--- src/rtl/eirq_pkg.sv ---
package eirq_pkg;
  localparam int ADDR_W = 3;
  typedef logic [ADDR_W-1:0] reg_addr_t;
  localparam reg_addr_t ADR_STAT = 3'd0;
  localparam reg_addr_t ADR_PEN  = 3'd1;
  localparam reg_addr_t ADR_FSEL = 3'd2;
  localparam reg_addr_t ADR_GEN  = 3'd3;
  localparam reg_addr_t ADR_POL  = 3'd4;
  localparam reg_addr_t ADR_DATA = 3'd5;
  localparam reg_addr_t ADR_DIR  = 3'd6;
endpackage

--- src/rtl/eirq_sync.sv ---
module eirq_sync #(
  parameter int W = 4
) (
  input  logic         clk,
  input  logic         rst,
  input  logic [W-1:0] d_i,
  output logic [W-1:0] q_o
);
  for (genvar i = 0; i < W; i++) begin : g_bit
    logic r1, r2;
    always_ff @(posedge clk) begin
      if (rst) begin
        r1 <= 1'b0;
        r2 <= 1'b0;
      end else begin
        r1 <= d_i[i];
        r2 <= r1;
      end
    end
    assign q_o[i] = r2;
  end
endmodule

--- src/rtl/eirq_edge_stat.sv ---
module eirq_edge_stat #(
  parameter int N = 4
) (
  input  logic         clk,
  input  logic         rst,
  input  logic [N-1:0] lvl_i,
  input  logic [N:0]   clr_i,
  input  logic         por_i,
  output logic [N-1:0] edge_o,
  output logic [N:0]   stat_o
);
  logic [N-1:0] prev_q;
  logic [N:0]   stat_q;

  // a change in either direction counts as an event
  assign edge_o = lvl_i ^ prev_q;

  always_ff @(posedge clk) begin
    if (rst) begin
      prev_q <= '0;
      stat_q <= '0;
    end else begin
      prev_q <= lvl_i;
      // set terms are OR-ed after the clear so a new event is never lost
      stat_q <= (stat_q & ~clr_i) | {por_i, edge_o};
    end
  end

  assign stat_o = stat_q;
endmodule

--- src/rtl/eirq_cfg_regs.sv ---
module eirq_cfg_regs
  import eirq_pkg::*;
#(
  parameter int N      = 4,
  parameter int G      = 2,
  parameter int DATA_W = 8
) (
  input  logic              clk,
  input  logic              rst,
  input  reg_addr_t         addr_i,
  input  logic              wr_i,
  input  logic [DATA_W-1:0] wdata_i,
  input  logic [N:0]        stat_i,
  input  logic [N-1:0]      lvl_i,
  output logic [N:0]        clr_o,
  output logic [N-1:0]      pen_o,
  output logic [N-1:0]      fsel_o,
  output logic [G-1:0]      gen_o,
  output logic [DATA_W-1:0] rdata_o
);
  logic [N-1:0]      pen_q, fsel_q, pol_q, dir_q;
  logic [G-1:0]      gen_q;
  logic [DATA_W-1:0] rdata_q, rd_next;
  logic              unused_hi;

  assign unused_hi = ^wdata_i[DATA_W-1:N+1];

  assign clr_o = (wr_i && addr_i == ADR_STAT) ? wdata_i[N:0] : '0;

  always_ff @(posedge clk) begin
    if (rst) begin
      pen_q  <= '0;
      fsel_q <= '0;
      gen_q  <= '0;
      pol_q  <= '0;
      dir_q  <= '0;
    end else if (wr_i) begin
      case (addr_i)
        ADR_PEN:  pen_q  <= wdata_i[N-1:0];
        ADR_FSEL: fsel_q <= wdata_i[N-1:0];
        ADR_GEN:  gen_q  <= wdata_i[G-1:0];
        ADR_POL:  pol_q  <= wdata_i[N-1:0];
        ADR_DIR:  dir_q  <= wdata_i[N-1:0];
        default: ;
      endcase
    end
  end

  always_comb begin
    rd_next = '0;
    case (addr_i)
      ADR_STAT: rd_next[N:0]   = stat_i;
      ADR_PEN:  rd_next[N-1:0] = pen_q;
      ADR_FSEL: rd_next[N-1:0] = fsel_q;
      ADR_GEN:  rd_next[G-1:0] = gen_q;
      ADR_POL:  rd_next[N-1:0] = pol_q;
      ADR_DATA: rd_next[N-1:0] = lvl_i ^ pol_q;
      ADR_DIR:  rd_next[N-1:0] = dir_q;
      default:  rd_next = '0;
    endcase
  end

  always_ff @(posedge clk) begin
    if (rst) rdata_q <= '0;
    else     rdata_q <= rd_next;
  end

  assign pen_o   = pen_q;
  assign fsel_o  = fsel_q;
  assign gen_o   = gen_q;
  assign rdata_o = rdata_q;
endmodule

--- src/rtl/dual_edge_irq_ctrl.sv ---
module dual_edge_irq_ctrl
  import eirq_pkg::*;
#(
  parameter int NUM_PINS   = 4,
  parameter int NUM_GROUPS = 2,
  parameter int DATA_W     = 8
) (
  input  logic              clk,
  input  logic              rst,
  input  logic [NUM_PINS-1:0] pin_i,
  input  logic              por_evt_i,
  input  logic              boot_by_por_i,
  input  logic [ADDR_W-1:0] bus_addr_i,
  input  logic              bus_wr_i,
  input  logic [DATA_W-1:0] bus_wdata_i,
  output logic [DATA_W-1:0] bus_rdata_o,
  output logic              irq_o,
  output logic              sci_o
);
  localparam int PINS_PER_GRP = NUM_PINS / NUM_GROUPS;

  logic [NUM_PINS-1:0]   sync_q, edge_vec, pen, fsel, pin_irq;
  logic [NUM_PINS:0]     stat_q, clr_vec;
  logic [NUM_GROUPS-1:0] gen;
  logic                  irq_q, sci_q;

  eirq_sync #(.W(NUM_PINS)) u_sync (
    .clk (clk),
    .rst (rst),
    .d_i (pin_i),
    .q_o (sync_q)
  );

  eirq_edge_stat #(.N(NUM_PINS)) u_stat (
    .clk    (clk),
    .rst    (rst),
    .lvl_i  (sync_q),
    .clr_i  (clr_vec),
    .por_i  (por_evt_i),
    .edge_o (edge_vec),
    .stat_o (stat_q)
  );

  eirq_cfg_regs #(.N(NUM_PINS), .G(NUM_GROUPS), .DATA_W(DATA_W)) u_regs (
    .clk     (clk),
    .rst     (rst),
    .addr_i  (bus_addr_i),
    .wr_i    (bus_wr_i),
    .wdata_i (bus_wdata_i),
    .stat_i  (stat_q),
    .lvl_i   (sync_q),
    .clr_o   (clr_vec),
    .pen_o   (pen),
    .fsel_o  (fsel),
    .gen_o   (gen),
    .rdata_o (bus_rdata_o)
  );

  for (genvar i = 0; i < NUM_PINS; i++) begin : g_pin
    assign pin_irq[i] = stat_q[i] & pen[i] & fsel[i] & gen[i / PINS_PER_GRP];
  end

  always_ff @(posedge clk) begin
    if (rst) begin
      irq_q <= 1'b0;
      sci_q <= 1'b0;
    end else begin
      irq_q <= |pin_irq;
      sci_q <= por_evt_i & boot_by_por_i;
    end
  end

  assign irq_o = irq_q;
  assign sci_o = sci_q;
endmodule

--- config.mk ---
export PLATFORM = sky130hd
export DESIGN_NAME = dual_edge_irq_ctrl
export DESIGN_NICKNAME = d
export VERILOG_FILES = /design/src/rtl/eirq_pkg.sv /design/src/rtl/eirq_sync.sv /design/src/rtl/eirq_edge_stat.sv /design/src/rtl/eirq_cfg_regs.sv /design/src/rtl/dual_edge_irq_ctrl.sv
export SDC_FILE = /design/constraint.sdc
export NUM_CORES = 1
export LEC_CHECK = 0
export BUFFER_PORTS_ARGS = -buffer_cell sky130_fd_sc_hd__buf_2
export CAP_MARGIN = 10
export CELL_PAD_IN_SITES_DETAIL_PLACEMENT = 1
export CELL_PAD_IN_SITES_GLOBAL_PLACEMENT = 2
export CORE_AREA = 2 2 73 75
export CTS_CLUSTER_DIAMETER = 60
export CTS_CLUSTER_SIZE = 24
export DETAILED_ROUTE_END_ITERATION = 8
export DIE_AREA = 0 0 75 77
export PLACE_DENSITY = 0.89
export REMOVE_ABC_BUFFERS = 1
export SYNTH_ARGS = -nofsm -noshare
export SYNTH_HDL_FRONTEND = slang
export SYNTH_SLANG_ARGS = --single-unit
--- constraint.sdc ---
create_clock -name clk -period 2.5 [get_ports clk]
set_clock_uncertainty 0.05 [all_clocks]
set_input_delay 0.5 -clock clk [delete_from_list [all_inputs] [get_ports clk]]
set_output_delay 0.5 -clock clk [all_outputs]
set_load 0.02 [all_outputs]
* Word-level counts from Yosys, hierarchy flattened
Cells that the tools add are included.
Widths: inputs -> output; s select.
** Storage, ports and cells
- Flip-flop bits (word level) :: 45
- Bits in latches :: 0
- RAM bits :: 0
- ROM bits :: 0
- Bits of input ports :: 20
- Output and inout port bits :: 10
- Memories kept :: 0
** Operators by class
- Add/subtract/negate cells :: 0
- $mul :: 0
- Div/mod/pow operators :: 0
- Order comparisons :: 0
- Eq/ne operators :: 6
- Shift-type cells :: 0
- Multiplexer cells :: 3
- Bitwise logic cells :: 19
- Reduce and logical (&&, ||, !) cells :: 9
** Operators by type and width (number)
- $pmux 2 s7 :: 1
- $and 1x1->1 :: 13
- $pmux 2 s6 :: 1
- $reduce_and 2->1 :: 5
- $eq 3x3->1 const B :: 3
- $xor 4x4->4 :: 2
- $eq 3x2->1 const B :: 2
- $and 5x5->5 :: 1
- $mux 5 :: 1
- $not 5->5 :: 1
- $or 5x5->5 :: 1
- $reduce_or 4->1 :: 1
- $eq 3x1->1 const B :: 1
- $logic_not 3->1 :: 1
- $reduce_or 2->1 :: 1
- $logic_and 1x1->1 :: 1
- $not 1->1 :: 1

* Depth between registers and ports, before layout
- Depth in word-level cells :: 6
- Depth in mapped cells :: 6
- Depth with buffers taken out :: 4

* By module
Synthesis repeated with hierarchy kept, for this count alone.
** Unflattened totals
- Cells, all modules :: 184
- Area, all modules :: 1835.5 sq um
** Modules (own cells, without submodules)
- eirq_cfg_regs :: instances 1, cells an instance 125, area an instance 1187.4 sq um, sequential area each 460.4 sq um
- eirq_edge_stat :: instances 1, cells an instance 28, area an instance 320.3 sq um, sequential area each 180.2 sq um
- eirq_sync :: instances 1, cells an instance 20, area an instance 240.2 sq um, sequential area each 160.2 sq um
- dual_edge_irq_ctrl :: instances 1, cells an instance 11, area an instance 87.6 sq um, sequential area each 40.0 sq um

* Worst setup path before layout
No wires, ideal clock.
- Path type :: input-to-reg
- From :: input port bus_addr_i[0]
- To :: register u_regs.fsel_q[2] (netlist: u_regs.fsel_o[2])
- Setup time :: 0.128 ns
- Data arrival time :: 1.422 ns
- Data required time :: 2.322 ns
- Setup slack :: 0.900 ns
- Stages on the path :: 5
- Cells stage by stage :: buf_2 -> nand2b_1 -> nor3b_4 -> mux2i_1 -> nor2_1
** Between the ends
- Longest elaborated chain between the ends :: 2
** RTL lines
- start, declared :: line dual_edge_irq_ctrl.sv:13 : input logic [ADDR_W-1:0] bus_addr_i,
- $eq 3x2->1 :: line eirq_cfg_regs.sv:38 : case (addr_i)
- $reduce_and 2->1 (no source line)
- end signal, assigned :: line eirq_cfg_regs.sv:40 : ADR_FSEL: fsel_q <= wdata_i[N-1:0];
- end, declared :: line eirq_cfg_regs.sv:21 : logic [N-1:0] pen_q, fsel_q, pol_q, dir_q;
Every way passes these cells.
A chain may end at the register's enable or synchronous reset.

* Worst setup path after layout
- From :: input port bus_addr_i[0]
- To :: register u_regs.pen_q[3] (netlist: u_regs.pen_o[3])
** Between the ends
- Longest elaborated chain between the ends :: 2
** RTL lines
- $eq 3x1->1 :: line eirq_cfg_regs.sv:38
- $reduce_and 2->1 (no source line)
- end signal, assigned :: line eirq_cfg_regs.sv:39 : ADR_PEN: pen_q <= wdata_i[N-1:0];
- end, declared :: line eirq_cfg_regs.sv:21
Every way passes these cells.

==> flow_summary_export.csv <==
group,metric,value,unit
run_status,status,"completed",
clocking,post_cts_resized,0,
timing,worst_pin_slew,0.7477,ns
global_route,first_global_vias,1347,
pwr,power.density,634.3,nW/µm²
logic_synthesis,ys.warnings.count,0,
clocking,clock-sinks,42,
pwr,switching_power,303.5,µW
logic_synthesis,synth-edff-count,0,
routing,antenna_left,0,
logic_synthesis,synthArstFlopShare,0,%
floorplan,die_w,75,µm
placed_design,port_buffers,23,
pwr,peakVddDrop,389.2,µV
worst_setup_path,r2r_cells,4,
layout,drive_above_1_share,17.07,%
worst_setup_path,critical_path.cell_chain,"buf_2 -> nor2b_1 -> and3b_1 -> mux2i_1 -> nor2_1",
logic_synthesis,synth_top_cell_area_share,48.03,%
global_route,grtUsageMet1,20.02,%
logic_synthesis,synth_area_leaders,"dfxtp_1 48%, mux2i_1 14%, nor2_1 6.0%",
timing,grt_setup_unrepaired,"no",
worst_setup_path,startpoint,"bus_addr_i[0]",
worst_setup_path,rr_startpoint,"u_sync.g_bit[3].r2$_SDFF_PP0_",
layout,final_area,1989,µm²
worst_setup_path,path_max_fanout,19,
pwr,seqPwrFrac,55.8,%
clocking,clkLatencyLatePin,0.29,ns
logic_synthesis,synth_ff_type,"dfxtp_1",
floorplan,dieArea,5775,µm²
pwr,p_sw_share,24.05,%
clocking,cts_setup_buffers,0,
floorplan,die_h,77,µm
placed_design,post-place-ws,0.4518,ns
logic_synthesis,ys_types,33,
routing,drt-total-wl,3647,µm
logic_synthesis,syn_avg_cell_area,9.462,µm²
pwr,p_clk_share,35.3,%
logic_synthesis,yosysMostFrequentCell,"dfxtp_1",
pwr,combPwrFrac,8.9,%
global_route,grt_usage,14.41,%
layout,area_growth_syn_to_layout,13.65,%
placed_design,globalplace.congestion,0.7278,
routing,vias,1281,
global_route,antenna_found_initial,0,
worst_setup_path,reg2reg_slack,1.32,ns
hold_path,hold_path.class,"primary input to flip-flop",
global_route,busiest_layer,"met2",
timing,hold_ws,0.3730,ns
layout,final_core_util,39.97,%
global_route,grt_max_degree,43,
logic_synthesis,yosys-top-cells-count,"42 x dfxtp_1, 28 x nor2_1, 24 x mux2i_1",
clocking,cts_buffer_depth,2,
clocking,tritoncts,"yes",
timing,finalCritPeriodShare,71.02,%
clocking,cts_buffers,5,
timing,period_needed,1.775,ns
global_route,met2_usage,22.11,%
layout,final_cells,275,
timing,setup_slack,0.7245,ns
routing,routedWlPerCell,13.26,µm
routing,first_iter_violations,56,
routing,drc,0,
placed_design,hpwlAfterDp,2474,µm
worst_setup_path,critPathLaunchType,"primary input",
routing,firstDrtPassIters,4,
worst_setup_path,cpMaxStageDelayCell,"and3b_1",
floorplan,ios,30,
global_route,grt_util_met3,3.548,%
floorplan,rows,26,
worst_setup_path,worstPathArrival,1.87,ns
timing,max_slew_margin,50.15,%
logic_synthesis,ys_seq_elements,42,
layout,n_antenna_cell,0,
worst_setup_path,crit_end,"u_regs.pen_o[3]$_SDFFE_PP0P_",
timing,final_hold_viol_count,0,
job,drv_cap,0,
timing,setup_violations,0,
timing,fmax,563.2,MHz
placed_design,placed_cell_area,1898,µm²
pwr,p_leak,0.8398,nW
clocking,htreeDepth,2,
routing,vias_per_cell,4.658,
global_route,overflow,0,
clocking,root_buffer,"clkbuf_8",
logic_synthesis,synth_top_area_cell,"dfxtp_1",
logic_synthesis,syn-cell-area,1750,µm²
pwr,internal-power,958.3,µW
logic_synthesis,yosysSeqAreaShare,48.03,%
global_route,grt_pass1_wl,6465,µm
clocking,path_clk_slew,0.07,ns
logic_synthesis,synth_cells,185,
pwr,p_total,1.262,mW
worst_setup_path,critPathKind,"primary input to flip-flop",
floorplan,core-area,4977,µm²
worst_setup_path,slowest_delay,0.39,ns
layout,fin_nets,224,
timing,setup_tns,0,ns
worst_setup_path,r2r-end,"u_regs.rdata_o[3]$_SDFF_PP0_",
layout,fillers,571,
worst_setup_path,required,2.60,ns
floorplan,initial_core_util,35.17,%
timing,final_max_slew_viol_count,0,
clocking,ctsHoldBuffers,0,
worst_setup_path,crit_path_end_kind,"flip-flop",
placed_design,dp.cells,267,
[worst min-delay path by stage]
stage,start,to,slack [ns],cells past startpoint
2_1_floorplan,u_sync.g_bit[0].r1$_SDFF_PP0_,u_sync.g_bit[0].r2$_SDFF_PP0_,0.36,1
3_3_place_gp,u_sync.g_bit[0].r1$_SDFF_PP0_,u_sync.g_bit[0].r2$_SDFF_PP0_,0.37,1
3_5_place_dp,u_sync.g_bit[2].r1$_SDFF_PP0_,u_sync.g_bit[2].r2$_SDFF_PP0_,0.38,1
4_1_cts,pin_i[0],u_sync.g_bit[0].r1$_SDFF_PP0_,0.37,2
5_1_grt,pin_i[2],u_sync.g_bit[2].r1$_SDFF_PP0_,0.37,2
6_report,pin_i[0],u_sync.g_bit[0].r1$_SDFF_PP0_,0.37,2
[layout by cell type (no fill, tap or decap), drive strengths merged, types with 2 or more instances in the layout]
master / count
nand3: 6
mux2i: 24
nor3b: 2
nor2: 28
o21ai: 2
nand3b: 6
a31oi: 3
a21oi: 8
nand2: 12
nor2b: 14
xnor2: 2
clkbuf: 7
conb: 3
nor3: 3
dfxtp: 42
xor2: 6
buf: 24
[critical path, delay by kind of cell]
kind                   cells  cell delay (ns)
buffers and inverters      1             0.34
multiplexers               1             0.24
AND/OR/NAND/NOR            3             0.79
[sequential cells by signal, summed over array words and instances (netlist names)]
| name | count |
|---|---|
| u_regs.pol_q | 4 |
| sci_o | 1 |
| u_stat.stat_o | 5 |
| u_sync.g_bit.r2 | 4 |
| u_regs.dir_q | 4 |
| u_regs.fsel_o | 4 |
| irq_o | 1 |
| u_regs.gen_o | 2 |
| u_regs.rdata_o | 5 |
| u_stat.prev_q | 4 |
| u_regs.pen_o | 4 |
| u_sync.g_bit.r1 | 4 |
[cell type report]
class	count	area (µm²)	share of cell area (%)
Sequential cell	42	840.8	42.26
Multi-Input combinational cell	131	847.1	42.58
Clock inverter	1	5.005	0.2516
Timing Repair Buffer	24	122.6	6.164
Tap cell	70	87.58	4.403
Clock buffer	7	86.33	4.340
[metal layers]
metal	up-vias	share of wire [%]
met1	597	49
met5	-	0
met2	24	47
li1	655	-
met4	0	1.0
met3	5	2.9
[power by group through the flow]
stage	combinational, mW	clock, mW	sequential, mW
final	0.112	0.446	0.704
after global placement	0.111	0	0.719
after CTS	0.113	0.460	0.704
after floorplan	0.0541	0	0.720
after detailed placement	0.113	0	0.720
after global routing	0.126	0.495	0.708
[kinds of logic (layout without fill, tap and decap cells)]
family,Yosys count,in the layout,synth area share (%)
compound gates,18,18,6.220
xor+xnor,8,8,4.003
buf+inv,14,32,4.002
flops,42,42,48.03
mux,24,24,13.72
other cells,1,3,0.2142
simple gates,78,78,23.80
(Power assumes the default switching activity.)
